## src/rtl/pinctl_pkg.sv

```systemverilog
package pinctl_pkg;

    localparam int unsigned WORD_W = 32;
    localparam int unsigned FN_W   = 3;
    localparam int unsigned PULL_W = 2;

    // word addresses (byte offset / 4)
    localparam int unsigned FSEL_WORD  = 0;
    localparam int unsigned SET_WORD   = 7;
    localparam int unsigned CLR_WORD   = 10;
    localparam int unsigned LEVEL_WORD = 13;
    localparam int unsigned PMODE_WORD = 37;
    localparam int unsigned PCLK_WORD  = 38;

    localparam logic [FN_W-1:0] FN_INPUT  = 3'd0;
    localparam logic [FN_W-1:0] FN_OUTPUT = 3'd1;

    typedef enum logic [PULL_W-1:0] {
        PULL_NONE = 2'd0,
        PULL_DOWN = 2'd1,
        PULL_UP   = 2'd2
    } pull_e;

    typedef enum logic [1:0] {
        SEQ_IDLE  = 2'd0,
        SEQ_APPLY = 2'd1,
        SEQ_HOLD  = 2'd2
    } seq_state_e;

endpackage

```

## src/rtl/pinctl_fsel.sv

```systemverilog
module pinctl_fsel
    import pinctl_pkg::*;
#(
    parameter int unsigned NUM_PINS = 54,
    parameter int unsigned PER_WORD = 10,
    parameter int unsigned ADDR_W   = 6
) (
    input  logic                     clk,
    input  logic                     rst_n,
    input  logic                     wr_en,
    input  logic [ADDR_W-1:0]        addr,
    input  logic [WORD_W-1:0]        wdata,
    output logic [NUM_PINS*FN_W-1:0] func,
    output logic [WORD_W-1:0]        rd_word
);

    localparam int unsigned USED_BITS = PER_WORD * FN_W;

    logic [NUM_PINS*FN_W-1:0] fn_q;
    logic                     unused_fsel_bits;

    assign unused_fsel_bits = ^wdata[WORD_W-1:USED_BITS];

    always_ff @(posedge clk or negedge rst_n) begin
        if (!rst_n) begin
            fn_q <= '0;
        end else if (wr_en) begin
            for (int p = 0; p < NUM_PINS; p++) begin
                if (addr == ADDR_W'(FSEL_WORD + p / PER_WORD)) begin
                    fn_q[p*FN_W +: FN_W] <= wdata[(p % PER_WORD)*FN_W +: FN_W];
                end
            end
        end
    end

    always_comb begin
        rd_word = '0;
        for (int p = 0; p < NUM_PINS; p++) begin
            if (addr == ADDR_W'(FSEL_WORD + p / PER_WORD)) begin
                rd_word[(p % PER_WORD)*FN_W +: FN_W] = fn_q[p*FN_W +: FN_W];
            end
        end
    end

    assign func = fn_q;

endmodule

```

## src/rtl/pinctl_outreg.sv

```systemverilog
module pinctl_outreg
    import pinctl_pkg::*;
#(
    parameter int unsigned NUM_PINS = 54,
    parameter int unsigned ADDR_W   = 6
) (
    input  logic                                clk,
    input  logic                                rst_n,
    input  logic                                wr_en,
    input  logic [ADDR_W-1:0]                   addr,
    input  logic [WORD_W-1:0]                   wdata,
    input  logic [NUM_PINS-1:0]                 drive_en,
    input  logic [NUM_PINS-1:0]                 pad_in,
    output logic [NUM_PINS-1:0]                 out_val,
    output logic [((NUM_PINS+WORD_W-1)/WORD_W)*WORD_W-1:0] level
);

    logic [NUM_PINS-1:0] out_q;
    logic [NUM_PINS-1:0] set_m;
    logic [NUM_PINS-1:0] clr_m;
    logic [NUM_PINS-1:0] sync1_q;
    logic [NUM_PINS-1:0] sync2_q;

    always_comb begin
        set_m = '0;
        clr_m = '0;
        for (int p = 0; p < NUM_PINS; p++) begin
            if (wr_en && addr == ADDR_W'(SET_WORD + p / WORD_W)) begin
                set_m[p] = wdata[p % WORD_W];
            end
            if (wr_en && addr == ADDR_W'(CLR_WORD + p / WORD_W)) begin
                clr_m[p] = wdata[p % WORD_W];
            end
        end
    end

    always_ff @(posedge clk or negedge rst_n) begin
        if (!rst_n) begin
            out_q   <= '0;
            sync1_q <= '0;
            sync2_q <= '0;
        end else begin
            out_q   <= (out_q | set_m) & ~clr_m;
            sync1_q <= pad_in;
            sync2_q <= sync1_q;
        end
    end

    always_comb begin
        level = '0;
        level[NUM_PINS-1:0] = (drive_en & out_q) | (~drive_en & sync2_q);
    end

    assign out_val = out_q;

endmodule

```

## src/rtl/pinctl_pullseq.sv

```systemverilog
module pinctl_pullseq
    import pinctl_pkg::*;
#(
    parameter int unsigned NUM_PINS = 54,
    parameter int unsigned ADDR_W   = 6
) (
    input  logic                       clk,
    input  logic                       rst_n,
    input  logic                       wr_en,
    input  logic [ADDR_W-1:0]          addr,
    input  logic [WORD_W-1:0]          wdata,
    output logic [NUM_PINS*PULL_W-1:0] pull,
    output logic [PULL_W-1:0]          mode_rd,
    output logic [((NUM_PINS+WORD_W-1)/WORD_W)*WORD_W-1:0] strobe_rd
);

    seq_state_e                state_q;
    seq_state_e                state_d;
    logic [PULL_W-1:0]         mode_q;
    logic [PULL_W-1:0]         capture_code;
    logic [NUM_PINS-1:0]       strobe_q;
    logic [NUM_PINS-1:0]       strobe_d;
    logic [NUM_PINS-1:0]       rise_d;
    logic [NUM_PINS-1:0]       pend_q;
    logic [NUM_PINS*PULL_W-1:0] pull_q;

    // next strobe image and the bits that rise with this write
    always_comb begin
        strobe_d = strobe_q;
        for (int p = 0; p < NUM_PINS; p++) begin
            if (wr_en && addr == ADDR_W'(PCLK_WORD + p / WORD_W)) begin
                strobe_d[p] = wdata[p % WORD_W];
            end
        end
        rise_d = strobe_d & ~strobe_q;
    end

    always_ff @(posedge clk or negedge rst_n) begin
        if (!rst_n) begin
            mode_q   <= PULL_NONE;
            strobe_q <= '0;
            pend_q   <= '0;
        end else begin
            if (wr_en && addr == ADDR_W'(PMODE_WORD)) begin
                mode_q <= wdata[PULL_W-1:0];
            end
            strobe_q <= strobe_d;
            pend_q   <= rise_d;
        end
    end

    // state register
    always_ff @(posedge clk or negedge rst_n) begin
        if (!rst_n) begin
            state_q <= SEQ_IDLE;
        end else begin
            state_q <= state_d;
        end
    end

    // transitions
    always_comb begin
        state_d = state_q;
        unique case (state_q)
            SEQ_IDLE: begin
                if (|rise_d) state_d = SEQ_APPLY;
            end
            SEQ_APPLY, SEQ_HOLD: begin
                if (|rise_d)        state_d = SEQ_APPLY;
                else if (|strobe_d) state_d = SEQ_HOLD;
                else                state_d = SEQ_IDLE;
            end
            default: state_d = SEQ_IDLE;
        endcase
    end

    // the reserved mode code is captured as no pull
    always_comb begin
        capture_code = PULL_NONE;
        if (mode_q == PULL_DOWN || mode_q == PULL_UP) capture_code = mode_q;
    end

    // outputs: captured pull codes, written only in the apply state
    always_ff @(posedge clk or negedge rst_n) begin
        if (!rst_n) begin
            pull_q <= '0;
        end else if (state_q == SEQ_APPLY) begin
            for (int p = 0; p < NUM_PINS; p++) begin
                if (pend_q[p]) pull_q[p*PULL_W +: PULL_W] <= capture_code;
            end
        end
    end

    always_comb begin
        strobe_rd = '0;
        strobe_rd[NUM_PINS-1:0] = strobe_q;
    end

    assign pull    = pull_q;
    assign mode_rd = mode_q;

endmodule

```

## src/rtl/pinctl_top.sv

```systemverilog
module pinctl_top
    import pinctl_pkg::*;
#(
    parameter int unsigned NUM_PINS = 54,
    parameter int unsigned PER_WORD = 10,
    parameter int unsigned ADDR_W   = 6
) (
    input  logic                         clk,
    input  logic                         rst_n,
    input  logic [ADDR_W-1:0]            bus_addr,
    input  logic [WORD_W-1:0]            bus_wdata,
    input  logic                         bus_we,
    input  logic                         bus_re,
    output logic [WORD_W-1:0]            bus_rdata,
    input  logic [NUM_PINS-1:0]          pad_in,
    output logic [NUM_PINS-1:0]          pad_out,
    output logic [NUM_PINS-1:0]          pad_oe,
    output logic [NUM_PINS*FN_W-1:0]    pad_func,
    output logic [NUM_PINS*PULL_W-1:0]  pad_pull
);

    localparam int unsigned NUM_BANKS = (NUM_PINS + WORD_W - 1) / WORD_W;

    logic [WORD_W-1:0]           fsel_rd;
    logic [NUM_BANKS*WORD_W-1:0] level_bits;
    logic [NUM_BANKS*WORD_W-1:0] strobe_bits;
    logic [PULL_W-1:0]           mode_bits;
    logic [WORD_W-1:0]           rd_d;
    logic [WORD_W-1:0]           rdata_q;

    pinctl_fsel #(
        .NUM_PINS (NUM_PINS),
        .PER_WORD (PER_WORD),
        .ADDR_W   (ADDR_W)
    ) u_fsel (
        .clk     (clk),
        .rst_n   (rst_n),
        .wr_en   (bus_we),
        .addr    (bus_addr),
        .wdata   (bus_wdata),
        .func    (pad_func),
        .rd_word (fsel_rd)
    );

    for (genvar p = 0; p < NUM_PINS; p++) begin : g_oe
        assign pad_oe[p] = (pad_func[p*FN_W +: FN_W] == FN_OUTPUT);
    end

    pinctl_outreg #(
        .NUM_PINS (NUM_PINS),
        .ADDR_W   (ADDR_W)
    ) u_outreg (
        .clk      (clk),
        .rst_n    (rst_n),
        .wr_en    (bus_we),
        .addr     (bus_addr),
        .wdata    (bus_wdata),
        .drive_en (pad_oe),
        .pad_in   (pad_in),
        .out_val  (pad_out),
        .level    (level_bits)
    );

    pinctl_pullseq #(
        .NUM_PINS (NUM_PINS),
        .ADDR_W   (ADDR_W)
    ) u_pullseq (
        .clk       (clk),
        .rst_n     (rst_n),
        .wr_en     (bus_we),
        .addr      (bus_addr),
        .wdata     (bus_wdata),
        .pull      (pad_pull),
        .mode_rd   (mode_bits),
        .strobe_rd (strobe_bits)
    );

    // read mux; function words already return zero outside their range
    always_comb begin
        rd_d = fsel_rd;
        for (int b = 0; b < NUM_BANKS; b++) begin
            if (bus_addr == ADDR_W'(LEVEL_WORD + b)) rd_d = level_bits[b*WORD_W +: WORD_W];
            if (bus_addr == ADDR_W'(PCLK_WORD + b))  rd_d = strobe_bits[b*WORD_W +: WORD_W];
        end
        if (bus_addr == ADDR_W'(PMODE_WORD)) rd_d = {{(WORD_W-PULL_W){1'b0}}, mode_bits};
    end

    always_ff @(posedge clk or negedge rst_n) begin
        if (!rst_n)      rdata_q <= '0;
        else if (bus_re) rdata_q <= rd_d;
    end

    assign bus_rdata = rdata_q;

endmodule

```

## config.mk

```make
export PLATFORM = sky130hd
export DESIGN_NAME = pinctl_top
export DESIGN_NICKNAME = d
export VERILOG_FILES = /design/src/rtl/pinctl_pkg.sv /design/src/rtl/pinctl_fsel.sv /design/src/rtl/pinctl_outreg.sv /design/src/rtl/pinctl_pullseq.sv /design/src/rtl/pinctl_top.sv
export SDC_FILE = /design/constraint.sdc
export NUM_CORES = 1
export LEC_CHECK = 0
export BUFFER_PORTS_ARGS = -buffer_cell sky130_fd_sc_hd__buf_2
export CORE_MARGIN = 5
export CORE_UTILIZATION = 40
export CTS_CLUSTER_DIAMETER = 100
export CTS_CLUSTER_SIZE = 30
export DETAILED_ROUTE_END_ITERATION = 6
export PLACE_DENSITY_LB_ADDON = 0.05
export SLEW_MARGIN = 20
export SYNTH_ARGS = -nofsm -noshare
export SYNTH_HDL_FRONTEND = slang
export SYNTH_SLANG_ARGS = --single-unit
```

## constraint.sdc

```tcl
create_clock -name clk -period 2 [get_ports clk]
set_input_delay 0.3 -clock clk [delete_from_list [all_inputs] [get_ports clk]]
set_output_delay 0.3 -clock clk [all_outputs]
set_load 0.1 [all_outputs]
```

### After elaboration in Yosys (flattened, before gate mapping)

Index checks and enable logic that the tools add are counted.

* register bits: 576
* bits in latches: 0
* memory bits (writable): 0
* memory bits (read-only): 0
* input port bits: 96
* output and inout port bits: 410
* word-level logic and storage cells: 449
* memories kept: 0

* add/subtract/negate cells: 0
* $mul: 0
* divide/modulo/power cells: 0
* $lt $le $gt $ge: 0
* equal/unequal tests: 73
* shifts and indexed selects: 0
* mux-type cells: 226
* bitwise gates (word level): 9
* reductions and logical operators: 73

Operators by type and width (number)
* AND 54 bit: 4
* equality test 3 x 1 -> 1 bit (second input constant): 54
* 2-to-1 mux 1 bit: 162
* 2-to-1 mux 3 bit: 54
* inverter 54 bit: 3
* 2-to-1 mux 32 bit: 5
* AND reduction 2 bit: 60
* bitwise OR 54 bit: 2
* OR reduction 54 bit: 2
* equality test 6 x 4 -> 1 bit (second input constant): 5
* equality test 6 x 3 -> 1 bit (second input constant): 3
* equality test 6 bit (second input constant): 3
* equality test 6 x 2 -> 1 bit (second input constant): 2
* 2-to-1 mux 2 bit: 4
* logical AND 1 bit: 7
* equality test 6 x 1 -> 1 bit (second input constant): 1
* logical NOT 6 bit: 1
* equality test 2 x 1 -> 1 bit (second input constant): 2
* equality test 2 bit (second input constant): 2
* case mux 2 bit (2 select lines): 1
* logical NOT 2 bit: 1
* != test 2 x 1 -> 1 bit (second input constant): 1
* OR reduction 2 bit: 1
* logical OR 1 bit: 1

### Logic depth before layout (Yosys ltp)

* depth in word-level cells: 12
* depth in mapped cells: 9
* depth with buffers taken out: 7

### By module

A second synthesis with hierarchy kept.

* cell total of the unflattened synthesis: 2099
* area, all modules: 25301.8 um2

Modules (own cells, without submodules)
* pinctl_pullseq: times used 1, cells an instance 788, area an instance 8640.8 um2, sequential area each 5505.3 um2
* pinctl_fsel: times used 1, cells an instance 493, area an instance 7308.3 um2, sequential area each 4053.9 um2
* pinctl_outreg: times used 1, cells an instance 408, area an instance 6039.5 um2, sequential area each 4053.9 um2
* pinctl_top: times used 1, cells an instance 410, area an instance 3313.2 um2, sequential area each 800.8 um2

### Worst setup path after synthesis

OpenSTA, ideal clock, no wires.

* kind: register to register
* start point: register u_fsel.fn_q[33] (netlist: u_fsel.func[33])
* end point: register rdata_q[11] (netlist: bus_rdata[11])
* library setup time: 0.126 ns
* data arrival time: 4.267 ns
* required time: 1.874 ns
* path slack: -2.393 ns
* stages on the path, launching flop included: 6
* period minus slack after synthesis: 4.393 ns
* cells stage by stage: dfrtp_1 > nor3b_1 > mux2_2 > o21ai_0 > nor3_1 > a221o_1

* longest elaborated chain between the ends: 9
* elaborated cells on any way between the ends: 10
* those cells by class: eq/ne (1); mux (5); bitwise (4)

RTL lines
* start: declaration: line pinctl_fsel.sv:19 `logic [NUM_PINS*FN_W-1:0] fn_q;`
* start signal: indexed assignment: line pinctl_fsel.sv:30 `fn_q[p*FN_W +: FN_W] <= wdata[(p % PER_WORD)*FN_W +: FN_W];`
* equality test 3 x 1 -> 1 bit (*): line pinctl_top.sv:46 `assign pad_oe[p] = (pad_func[p*FN_W +: FN_W] == FN_OUTPUT);`
* named net pad_oe[11]: line pinctl_top.sv:17 `output logic [NUM_PINS-1:0] pad_oe,`
* inverter 54 bit: line pinctl_outreg.sv:51 `level[NUM_PINS-1:0] = (drive_en & out_q) | (~drive_en & sync2_q);`
* AND 54 bit: line pinctl_outreg.sv:51
* bitwise OR 54 bit (*): line pinctl_outreg.sv:51
* 2-to-1 mux 32 bit (*): line pinctl_top.sv:82 `if (bus_addr == ADDR_W'(LEVEL_WORD + b)) rd_d = level_bits[b*WORD_W +: WORD_W];`
* 2-to-1 mux 32 bit (*): line pinctl_top.sv:83 `if (bus_addr == ADDR_W'(PCLK_WORD + b)) rd_d = strobe_bits[b*WORD_W +: WORD_W];`
* 2-to-1 mux 32 bit (*): line pinctl_top.sv:82
* 2-to-1 mux 32 bit (*): line pinctl_top.sv:83
* 2-to-1 mux 32 bit (*): line pinctl_top.sv:85 `if (bus_addr == ADDR_W'(PMODE_WORD)) rd_d = {{(WORD_W-PULL_W){1'b0}}, mode_bits};`
* end signal: assignment: line pinctl_top.sv:90 `else if (bus_re) rdata_q <= rd_d;`
* end: declaration: line pinctl_top.sv:29 `logic [WORD_W-1:0] rdata_q;`

The timed path passes the listed nets; every way through them passes the cells marked *.
A chain may end at the register's enable or synchronous reset.

### Worst setup path in the final report

* start point: register u_fsel.fn_q[94] (netlist: u_fsel.func[94])
* end point: output port pad_oe[31]

* longest elaborated chain between the ends: 1

RTL lines (line)
* equality test 3 x 1 -> 1 bit: pinctl_top.sv:46
* end: declaration: pinctl_top.sv:17

Every way passes these cells.

==> flow_summary.yaml <==
clocking:
  h-tree-depth: 1
  clk_latency_ns: 0.62
  cts_tree: "built"
  cts-root-buf: "clkbuf_16"
  numCtsBuffers: 27
  clk_pin_slew_worst_paths_ns: 0.11
  cts_sinks: 576
  cts_buffer_depth: 3
routing:
  drc: 2
  postRouteAntennaNets: 0
  drt_iter0_drc: 1607
  wl_per_cell_um: 26.6
  viasPerCell: 5.37
  drt_first_pass_iters: 7
  vias: 19700
  drt-total-wl_um: 97300
final_layout:
  instances_no_fill: 3663
  final_cell_mix: "buf_2 (441), dfrtp_1 (414), buf_4 (368)"
  post-route-util_pct: 59.0
  area_delta_synth_final_pct: 46.3
  final_common_cell: "buf_2"
  drive_gt1_share_pct: 49.5
  fin_nets: 2978
place:
  io_buffers: 505
  gp_routability_congestion: 0.940
  place_inst: 3462
  hpwl_um: 74300
yosys:
  synth-main-ff-cell: "dfrtp_1"
  synth-edff-count: 0
  synth_seq_cells: 576
  yosysSeqAreaShare_pct: 62.1
  yosysUniqueCellTypes: 52
  syn-instance-count: 1965
  netlist_area_um2: 23200
  synth_nets: 2064
  synth.avg_cell_area_um2: 11.8
  synth-async-reset-ratio_pct: 100
  synth_warnings: 0
worst_hold_path:
  min_path_type: "input pin to register"
global_routing:
  grt_overflow: 0
  grt_pass1_vias: 20200
  grt_usage_pct: 29.9
  grt_pass1_wl_um: 141000
  antenna_found_initial: 3
  grt_max_degree: 62
timing:
  finClkSkew_ns: 0.0311
  setup_ws_ns: -0.202
  drv_slew: 0
  hold_violations: 0
  period_needed_ns: 2.20
  max_slew_margin_pct: 25.6
  setup_viol: 20
  worst_pin_slew_ns: 1.11
  max_clock_freq_ghz: 0.454
  rsz0062_at_grt: "yes"
  fin_crit_sh_pct: 110
die:
  design.portCount: 506
  rows: 88
  die_w_um: 251
  coreArea_um2: 57600
  dieArea_um2: 63000
  initial_core_util_pct: 40.3
  dieHeight_um: 251
setup_path:
  end_kind: "output pin"
  path_class: "register to output pin"
  cp.required_ns: 1.70
  cp-start-kind: "register"
  arrival_ns: 1.90
  critPathMaxFanout: 3
power:
  seq_power_share_pct: 42.1
  clock_power_share_pct: 21.1
  swShare_pct: 42.0
  p_comb_share_pct: 36.9
  cellPowerDensity_nw_per_um2: 962
  intPower_mw: 18.9
  p_leak_nw: 16.4
  ir_worst_vdd_mv: 0.870
  p_sw_mw: 13.7
status:
  violations: "design-rule violations, negative setup slack"
  status: "complete, but fails checks"
flow_run:
  cap_viol_max_count: 0
-- per-stage QoR --
stage / TNS [ns] / hold WS [ns] / area, um^2 / total power [mW] / setup WS [ns]
6_report: -1.18 / 0.0325 / 34000 / 32.7 / -0.202
5_1_grt: -2.78 / 0.0303 / 34000 / 33.7 / -0.247
4_1_cts: -2.16 / 0.00417 / 33600 / 32.6 / -0.223
3_5_place_dp: -20.82 / 0.259 / 30900 / 25.1 / -0.458
3_3_place_gp: -19.34 / 0.262 / 30900 / 25.0 / -0.457
2_1_floorplan: -9.69 / 0.00441 / 24400 / 21.3 / -0.479
-- path summary, 6_finish.rpt --
kind	end	slack, ns	depth (start not counted)	from
max	pad_oe[31]	-0.20	4	u_fsel.func[94]
min	u_pullseq.pend_q[45]	0.03	3	bus_wdata[13]
max reg2reg	bus_rdata[5]	-0.11	7	u_fsel.func[95]
min reg2reg	u_outreg.sync2_q[37]	0.33	0	u_outreg.sync1_q[37]
max in group asynchronous	u_fsel.func[51]	1.01	3	rst_n
min in group asynchronous	u_pullseq.pull[75]	0.19	2	rst_n
-- Yosys cell counts (16+ instances only) --
cell type / number / share of area, %
o21ai_0: 132 / 2.8
a222oi_1: 16 / 0.69
clkbuf_1: 101 / 1.6
inv_1: 16 / 0.26
dfrtp_1: 576 / 62
nand2_1: 344 / 5.6
buf_2: 19 / 0.41
nor3b_1: 54 / 1.7
nor2_1: 101 / 1.6
mux2i_1: 55 / 2.4
mux2_2: 135 / 6.5
nand4_1: 19 / 0.51
nor4_1: 19 / 0.51
mux4_2: 28 / 2.7
a21oi_1: 130 / 2.8
nand2b_1: 58 / 1.6
mux2_4: 18 / 1.2
-- cell families (layout without fill, tap and decap cells) --
logic type	Yosys count	after routing	synth area share (%)
AO/OA/AOI/OAI	359	359	9.12
flip-flops	576	576	62.1
buffers and inverters	144	1076	2.58
adder cells (fa/ha/maj)	3	3	0.162
AND/OR/NAND/NOR	635	635	12.7
multiplexers	248	248	13.4
other	0	1	0
-- repair_timing --
item,4_1_cts,5_1_grt
hold buffers,68,0
setup endpoints to repair,66,66
pin swaps,51,37
hold endpoints to repair,149,0
gates resized for setup,182,52
buffers inserted,65,23
-- area by class of cell --
type,count,area [um^2]
Fill cell,4827,23600
Sequential cell,576,15000
Multi-Input combinational cell,1245,9100
Timing Repair Buffer,1013,8000
Tap cell,765,957
Clock buffer,35,716
Clock inverter,12,174
Inverter,16,60.1
Antenna cell,1,2.50
-- flip-flops by register name (all words and copies together) (netlist names) --
name / count
u_pullseq.pull: 108
bus_rdata: 32
u_fsel.func: 162
u_pullseq.pend_q: 54
u_outreg.out_val: 54
u_pullseq.strobe_q: 54
u_outreg.sync1_q: 54
u_outreg.sync2_q: 54
u_pullseq.mode_rd: 2
u_pullseq.state_q: 2
-- power by group through the flow --
stage	sequential [mW]	combinational [mW]	clock, mW
3_3_place_gp	14.0	11.1	0
5_1_grt	13.8	12.4	7.43
2_1_floorplan	18.4	2.95	0
3_5_place_dp	14.0	11.1	0
6_report	13.7	12.0	6.88
4_1_cts	13.7	11.9	7.05
-- critical path, cell delays in order, from the launching register on --
cell and delay, ns:
dfrtp_4 0.50, buf_6 0.13, nor3b_4 0.33, buf_6 0.16, buf_12 0.16
-- per-layer routing --
layer	part of all wire, %	track usage, %
met2	48	50.0
met3	7.0	5.21
met4	3.0	7.70
met1	42	41.0
met5	0	0
Note: power is estimated with default switching activity, not from simulation.
